File: config.mk
export PLATFORM = sky130hd
export DESIGN_NAME = reg_poll_engine
export DESIGN_NICKNAME = d
export VERILOG_FILES = /design/src/rtl/reg_poll_pkg.sv /design/src/rtl/reg_poll_match.sv /design/src/rtl/reg_poll_budget.sv /design/src/rtl/reg_poll_gap_timer.sv /design/src/rtl/reg_poll_engine.sv
export SDC_FILE = /design/constraint.sdc
export NUM_CORES = 1
export LEC_CHECK = 0
export ABC_CLOCK_PERIOD_IN_PS = 7200
export BUFFER_PORTS_ARGS = -buffer_cell sky130_fd_sc_hd__buf_2
export CORE_MARGIN = 2
export CORE_UTILIZATION = 50
export DETAILED_ROUTE_END_ITERATION = 16
export GPL_ROUTABILITY_DRIVEN = 1
export MAX_ROUTING_LAYER = met4
export PLACE_DENSITY = 0.9
export SYNTH_ARGS = -nofsm -noshare
export SYNTH_HDL_FRONTEND = slang
export SYNTH_SLANG_ARGS = --single-unit
File: constraint.sdc
create_clock -name clk_i -period 7.2 [get_ports clk_i]
set_input_delay 0.72 -clock clk_i [delete_from_list [all_inputs] [get_ports clk_i]]
set_output_delay 0.72 -clock clk_i [all_outputs]
set_load 0.1 [all_outputs]
File: src/rtl/reg_poll_pkg.sv
package reg_poll_pkg;
  typedef enum logic [1:0] {
    ST_IDLE = 2'd0,
    ST_READ = 2'd1,
    ST_GAP  = 2'd2
  } poll_state_e;

  localparam logic [1:0] STAT_NONE    = 2'b00;
  localparam logic [1:0] STAT_OK      = 2'b01;
  localparam logic [1:0] STAT_TIMEOUT = 2'b10;
  localparam logic [1:0] STAT_BUSERR  = 2'b11;
endpackage

File: src/rtl/reg_poll_match.sv
module reg_poll_match #(
  parameter int DATA_W = 32
) (
  input  logic [DATA_W-1:0] data_i,
  input  logic [DATA_W-1:0] mask_i,
  input  logic [DATA_W-1:0] expect_i,
  output logic              hit_o
);
  assign hit_o = ((data_i & mask_i) == expect_i);
endmodule

File: src/rtl/reg_poll_budget.sv
module reg_poll_budget #(
  parameter int CNT_W = 16
) (
  input  logic             clk_i,
  input  logic             rst_ni,
  input  logic             load_i,
  input  logic [CNT_W-1:0] value_i,
  input  logic             dec_i,
  output logic             zero_o
);
  logic [CNT_W-1:0] left_q;

  always_ff @(posedge clk_i or negedge rst_ni) begin
    if (!rst_ni)     left_q <= '0;
    else if (load_i) left_q <= value_i;
    else if (dec_i)  left_q <= left_q - 1'b1;
  end

  assign zero_o = (left_q == '0);
endmodule

File: src/rtl/reg_poll_gap_timer.sv
module reg_poll_gap_timer #(
  parameter int GAP_CYCLES = 16
) (
  input  logic clk_i,
  input  logic rst_ni,
  input  logic load_i,
  input  logic run_i,
  output logic expired_o
);
  localparam int GW = (GAP_CYCLES < 2) ? 1 : $clog2(GAP_CYCLES + 1);

  logic [GW-1:0] cnt_q;

  always_ff @(posedge clk_i or negedge rst_ni) begin
    if (!rst_ni)                    cnt_q <= '0;
    else if (load_i)                cnt_q <= GW'(GAP_CYCLES - 1);
    else if (run_i && cnt_q != '0)  cnt_q <= cnt_q - 1'b1;
  end

  assign expired_o = run_i && (cnt_q == '0);
endmodule

File: src/rtl/reg_poll_engine.sv
module reg_poll_engine
  import reg_poll_pkg::*;
#(
  parameter int ADDR_W = 16,
  parameter int DATA_W = 32,
  parameter int CNT_W  = 16,
  parameter int CLK_HZ = 16_000_000
) (
  input  logic              clk_i,
  input  logic              rst_ni,
  input  logic              start_valid_i,
  output logic              start_ready_o,
  input  logic [ADDR_W-1:0] addr_i,
  input  logic [DATA_W-1:0] mask_i,
  input  logic [DATA_W-1:0] expect_i,
  input  logic [CNT_W-1:0]  budget_i,
  output logic              rd_req_o,
  output logic [ADDR_W-1:0] rd_addr_o,
  input  logic              rd_ack_i,
  input  logic [DATA_W-1:0] rd_data_i,
  input  logic              rd_err_i,
  output logic              done_o,
  output logic [1:0]        status_o,
  output logic [DATA_W-1:0] value_o
);
  localparam int GAP_RAW    = CLK_HZ / 1_000_000;
  localparam int GAP_CYCLES = (GAP_RAW < 1) ? 1 : GAP_RAW;

  poll_state_e       state_q;
  logic [ADDR_W-1:0] addr_q;
  logic [DATA_W-1:0] mask_q;
  logic [DATA_W-1:0] expect_q;
  logic [DATA_W-1:0] value_q;
  logic [1:0]        status_q;
  logic              done_q;

  logic accept, hit, budget_zero, gap_expired, retry;

  assign accept = (state_q == ST_IDLE) && start_valid_i;
  assign retry  = (state_q == ST_READ) && rd_ack_i && !rd_err_i && !hit && !budget_zero;

  reg_poll_match #(.DATA_W(DATA_W)) u_match (
    .data_i   (rd_data_i),
    .mask_i   (mask_q),
    .expect_i (expect_q),
    .hit_o    (hit)
  );

  reg_poll_budget #(.CNT_W(CNT_W)) u_budget (
    .clk_i   (clk_i),
    .rst_ni  (rst_ni),
    .load_i  (accept),
    .value_i (budget_i),
    .dec_i   (retry),
    .zero_o  (budget_zero)
  );

  reg_poll_gap_timer #(.GAP_CYCLES(GAP_CYCLES)) u_gap (
    .clk_i     (clk_i),
    .rst_ni    (rst_ni),
    .load_i    (retry),
    .run_i     (state_q == ST_GAP),
    .expired_o (gap_expired)
  );

  always_ff @(posedge clk_i or negedge rst_ni) begin
    if (!rst_ni) begin
      state_q  <= ST_IDLE;
      addr_q   <= '0;
      mask_q   <= '0;
      expect_q <= '0;
      value_q  <= '0;
      status_q <= STAT_NONE;
      done_q   <= 1'b0;
    end else begin
      done_q <= 1'b0;
      unique case (state_q)
        ST_IDLE: begin
          if (start_valid_i) begin
            addr_q   <= addr_i;
            mask_q   <= mask_i;
            expect_q <= expect_i;
            state_q  <= ST_READ;
          end
        end
        ST_READ: begin
          if (rd_ack_i) begin
            value_q <= rd_data_i;
            if (rd_err_i) begin
              status_q <= STAT_BUSERR;
              done_q   <= 1'b1;
              state_q  <= ST_IDLE;
            end else if (hit) begin
              status_q <= STAT_OK;
              done_q   <= 1'b1;
              state_q  <= ST_IDLE;
            end else if (budget_zero) begin
              status_q <= STAT_TIMEOUT;
              done_q   <= 1'b1;
              state_q  <= ST_IDLE;
            end else begin
              state_q <= ST_GAP;
            end
          end
        end
        ST_GAP: begin
          if (gap_expired) state_q <= ST_READ;
        end
        default: state_q <= ST_IDLE;
      endcase
    end
  end

  assign start_ready_o = (state_q == ST_IDLE);
  assign rd_req_o      = (state_q == ST_READ);
  assign rd_addr_o     = addr_q;
  assign done_o        = done_q;
  assign status_o      = status_q;
  assign value_o       = value_q;
endmodule

# Word level (Yosys, flattened, before mapping)
# Cells that the tools add are included.
# totals
reg_bits,138
out_inout_bits,53
in_bits,133
word_cells,58
# classes
n_mux,19
n_addsub,2
eq_ne,6
n_reduce_logical,21
bitwise_logic,1
# ops
op,n
$and 32x32->32,1
$eq 32x32->1,1
$mux 16,2
$mux 2,9
$logic_not 16->1,1
$sub 16x1->16 const B,1
$mux 5,2
$logic_and 1x1->1,7
$pmux 2 s3,1
$reduce_and 3->1,2
$logic_not 5->1,1
$mux 1,5
$reduce_bool 5->1,1
$sub 5x1->5 const B,1
$ne 2x2->1 const B,2
$reduce_and 2->1,2
$reduce_bool 2->1,2
$logic_not 1->1,3
$reduce_bool 3->1,1
$eq 2x1->1 const B,1
$eq 2x2->1 const B,1
$logic_not 2->1,1
$ne 2x1->1 const B,1

# Longest topological paths before layout
# logic_depth
ltp_word,7
mapped_depth,9

# Cells and area by module
# A second synthesis with hierarchy kept.
# hier_totals
cells_unflattened,551
area_unflattened_um2,6637.6
# modules_own_cells
mod,n_inst,cells_per_inst,area_per_inst_um2,seq_area_each_um2
reg_poll_engine,1,330,4739.5,2927.8
reg_poll_budget,1,111,1028.5,400.4
reg_poll_match,1,85,598.1,0.0
reg_poll_gap_timer,1,25,271.5,125.1

# Worst setup path before layout
# No wires, ideal clock.
# synth_timing
path_type,register to register
startpoint,register state_q[1]
endpoint,register u_budget.left_q[5]
setup_ps,145
path_slack_ps,4043
n_path_buf,0
required_ps,7055
arrival_ps,3013
path_stages_with_launch,7
period_less_slack_ps,3157
path_cell_list,dfrtp_1 > nor2b_1 > nand2_1 > nor4_1 > nand2_1 > o311ai_0 > o211ai_1
# synth_via
elab_chain_len,6
# synth_rtl
element,line_no,source
from (decl),reg_poll_engine.sv:29,poll_state_e state_q;
from (signal assigned),reg_poll_engine.sv:68,state_q <= ST_IDLE;
from (signal assigned),reg_poll_engine.sv:83,state_q <= ST_READ;
from (signal assigned),reg_poll_engine.sv:92,state_q <= ST_IDLE;
$eq 2x1->1,-,
via rd_req_o,reg_poll_engine.sv:17,"output logic rd_req_o,"
$logic_and 1x1->1 (4 in series),reg_poll_engine.sv:40,assign retry = (state_q == ST_READ) && rd_ack_i && !rd_err_i && !hit && !budget_zero;
$reduce_bool 2->1 (no source line),-,
to (signal assigned),reg_poll_budget.sv:15,else if (load_i) left_q <= value_i;
to (signal assigned),reg_poll_budget.sv:16,else if (dec_i) left_q <= left_q - 1'b1;
to (decl),reg_poll_budget.sv:11,logic [CNT_W-1:0] left_q;
# The timed path passes the listed nets, and every way through them passes these cells.
# A chain may end at the register's enable or synchronous reset.

# Worst setup path after layout
# layout_timing
startpoint,register u_budget.left_q[7]
endpoint,register u_budget.left_q[5]
# layout_via
elab_chain_len,4
# layout_rtl
element,line_no,source
$logic_not 16->1,reg_poll_budget.sv:19,assign zero_o = (left_q == '0);
$logic_not 1->1,reg_poll_engine.sv:40,
$logic_and 1x1->1,reg_poll_engine.sv:40,
$reduce_bool 2->1 (no source line),-,
# No other way between the ends.

==> impl_results.md <==
* Status: complete, no violations
* Worst VDD drop at 387 µV
* Number of synthesized flops with an enable pin at 0
* Die height at 116 µm
* Largest net degree at the start of global routing at 110
* Peak Freq at 355 MHz
* Register area share after synthesis at 55.2%
* Tmin final at 2.82 ns
* Cell row count at 40
* Final nets at 1041
* Critical path arrival at 3.09 ns
* Postcts setup bufs at 0
* Comb pwr share at 47.9%
* IO Count at 186
* Clock sink total at 138
* RSZ-0062 raised after global routing: false
* Pwr dens at 549 nW/µm²
* Commonest non-fill, non-tap cell in the layout: nand2_1
* Net Sw Frac at 50.5%
* Relative slew slack at 24.7%
* Max-cap violations at 0
* Internal Power at 2.15 mW
* Setup crit end kind: flop
* Fin. max-slew vios at 0
* Worst stage delay on the critical path at 0.56 ns
* Die area at 13400 µm²
* Routed Antenna Nets at 0
* Worst-path clk slew at 0.06 ns
* Synth warnings at 0
* Post-Route WL at 16000 µm
* Async SR Flop Fraction at 100%
* Tot GR Track Use at 25.9%
* Die W at 116 µm
* DP HPWL at 10700 µm
* Clock buffer depth at 2
* Vias in the first global route at 5532
* Area Growth Syn to Fin at 26.4%
* Crit path max-delay cell type: or4_1
* DRT iter0 DRCs at 472
* Worst skew pair latency at 0.41 ns
* Hold Crit Class: primary input to async pin
* Most used cell, CP: or4_1
* Initial Util at 51.7%
* Most frequent cells in the layout: 350 x nand2_1, 184 x buf_2, 138 x dfrtp_1, 21 x a21oi_1, 18 x and3_1
* Syn_area_per_cell at 8.58 µm²
* Post-synthesis cell count at 730
* Clk pwr share at 20.0%
* Total grt overflow at 0
* Post-Syn Area at 6260 µm²
* Critical path class: flop to flop
* Ys flop type: dfrtp_1
* DRT Pass-1 Iters at 4
* Vias per inst at 5.26
* Number of synthesized register bits at 138
* Setup TNS at 0 ns
* Layout cell share with drive strength beyond 1 at 24.9%
* Initial antenna violation count at 0
* Crit path launch type: flop
* Sequential share of power at 32.1%
* Worst path required time at 7.47 ns
* Worst Tran Pin Value at 1.13 ns
* Worst slack, placed at 4.28 ns
* Final setup margin at 4.38 ns
* Critical path peak fanout at 18
* # port buffers at 185
* Crit path cell chain: or4_1 > or4_1 > or3_1 > nand2_1 > or2_2 > o211ai_1
* P_leak at 4.26 nW
* Final setup viols at 0
* Skew final at 0.00722 ns
* Post-synth cell types at 41
* Residual DRC at 0
* WL/cell at 14.7 µm
* Tcrit/Tclk final at 39.1%
* Final Hold Vio Count at 0
* Clock root cell: clkbuf_16
* First-pass GRT wire length at 26000 µm
* H-tree levels at 4
* CTS tree: done
* Core region area at 12100 µm²
* Global-route layer with the greatest usage: met2
* Met1 usage at 33.0%
* Post-CTS sizing at 0
* CTS Hold Bufs at 0
* Global Route met3 Usage at 6.12%
* Vias at 5719
* Cts bufs inserted at 17
* GPL Wtd Cong at 0.860
* Met2 usage at 39.7%
* Syn nets at 866
* NetSw at 2.19 mW
cells by family (layout without fill, tap and decap cells):
kind of cell / after synthesis / in the layout / share of synthesized area, %
compound gates: 87 / 87 / 9.45
xor+xnor: 4 / 4 / 0.560
fa+ha+maj: 3 / 3 / 0.600
buf+inv: 39 / 227 / 2.42
flops: 138 / 138 / 55.2
other cells: 0 / 1 / 0
simple gates: 459 / 459 / 31.8
state kept, by name, summed over array words and instances, names as in the netlist:
| name | count |
|---|---|
| expect_q | 32 |
| state_q | 2 |
| status_o | 2 |
| u_gap.cnt_q | 5 |
| value_o | 32 |
| u_budget.left_q | 16 |
| rd_addr_o | 16 |
| done_o | 1 |
| mask_q | 32 |
path summary, 6_finish.rpt:
| path | endpoint | slack (ns) | from | cells after the start |
|---|---|---|---|---|
| setup / recovery | u_budget.left_q[5]$_DFFE_PN0P_ | 4.38 | u_budget.left_q[7]$_DFFE_PN0P_ | 6 |
| hold / removal | rd_addr_o[11]$_DFFE_PN0P_ | 0.29 | rst_ni | 1 |
| setup reg to reg | u_budget.left_q[5]$_DFFE_PN0P_ | 4.38 | u_budget.left_q[7]$_DFFE_PN0P_ | 6 |
| hold reg to reg | value_o[25]$_DFFE_PN0P_ | 0.47 | value_o[25]$_DFFE_PN0P_ | 2 |
| max in group asynchronous | value_o[14]$_DFFE_PN0P_ | 5.57 | rst_ni | 2 |
| min in group clk_i | value_o[25]$_DFFE_PN0P_ | 0.47 | value_o[25]$_DFFE_PN0P_ | 2 |
per-stage QoR:
step / power [mW] / std cells / hold slack, ns / utilization (%) / area, µm²
2_1_floorplan: 3.04 / 730 / 0.424 / - / 6260
3_3_place_gp: 3.42 / 1054 / 0.452 / 60.4 / 7320
3_5_place_dp: 3.48 / 1054 / 0.457 / 60.4 / 7320
4_1_cts: 4.37 / 1086 / 0.293 / 65.3 / 7910
5_1_grt: 4.61 / 1086 / 0.318 / 65.3 / 7910
6_report: 4.34 / 1087 / 0.287 / 65.4 / 7920
power by group through the flow:
stage / clock network, mW / logic (mW) / registers (mW)
global placement: 0 / 2.05 / 1.37
floorplan: 0 / 0.752 / 2.29
CTS: 0.883 / 2.09 / 1.39
detailed placement: 0 / 2.09 / 1.39
global route: 0.922 / 2.25 / 1.44
finish: 0.869 / 2.08 / 1.39
metal layers:
layer	up-vias	routed length [µm]
li1	2773	-
met5	-	0
met1	2692	7050
met2	207	7550
met3	47	938
met4	0	491
final cells by class:
type | instances | area (µm²)
clock inverter | 7 | 87.6
sequential | 138 | 3450
antenna | 1 | 2.50
clock buffer | 25 | 505
fill | 1018 | 4200
multi-input combinational | 553 | 2670
timing repair buffer | 189 | 962
inverter | 6 | 22.5
tap | 168 | 210
synthesized netlist by cell type (6+ instances only):
| library cell | number | share of area, % |
|---|---|---|
| a21boi_0 | 8 | 0.96 |
| nor2_1 | 17 | 1.0 |
| inv_1 | 6 | 0.36 |
| and3b_1 | 8 | 1.1 |
| a21o_1 | 8 | 0.96 |
| and3_1 | 18 | 1.8 |
| clkbuf_1 | 27 | 1.6 |
| dfrtp_1 | 138 | 55 |
| a21oi_1 | 21 | 1.7 |
| a211oi_1 | 8 | 0.96 |
| or3_1 | 9 | 0.90 |
| nand3_1 | 11 | 0.88 |
| nand2_1 | 351 | 21 |
| or4_1 | 13 | 1.6 |
| o31ai_1 | 6 | 0.72 |
| o21ai_0 | 6 | 0.48 |
| o22a_1 | 9 | 1.3 |
| a31oi_1 | 11 | 1.1 |
| nor3_1 | 6 | 0.48 |
critical path, delay by kind of cell, from the launching register on:
kind	cells	cell delay, ns
DFF	1	0.42
AOI/OAI and AO/OA	1	0.12
and+or+nand+nor	5	2.13
(Power assumes the default switching activity.)
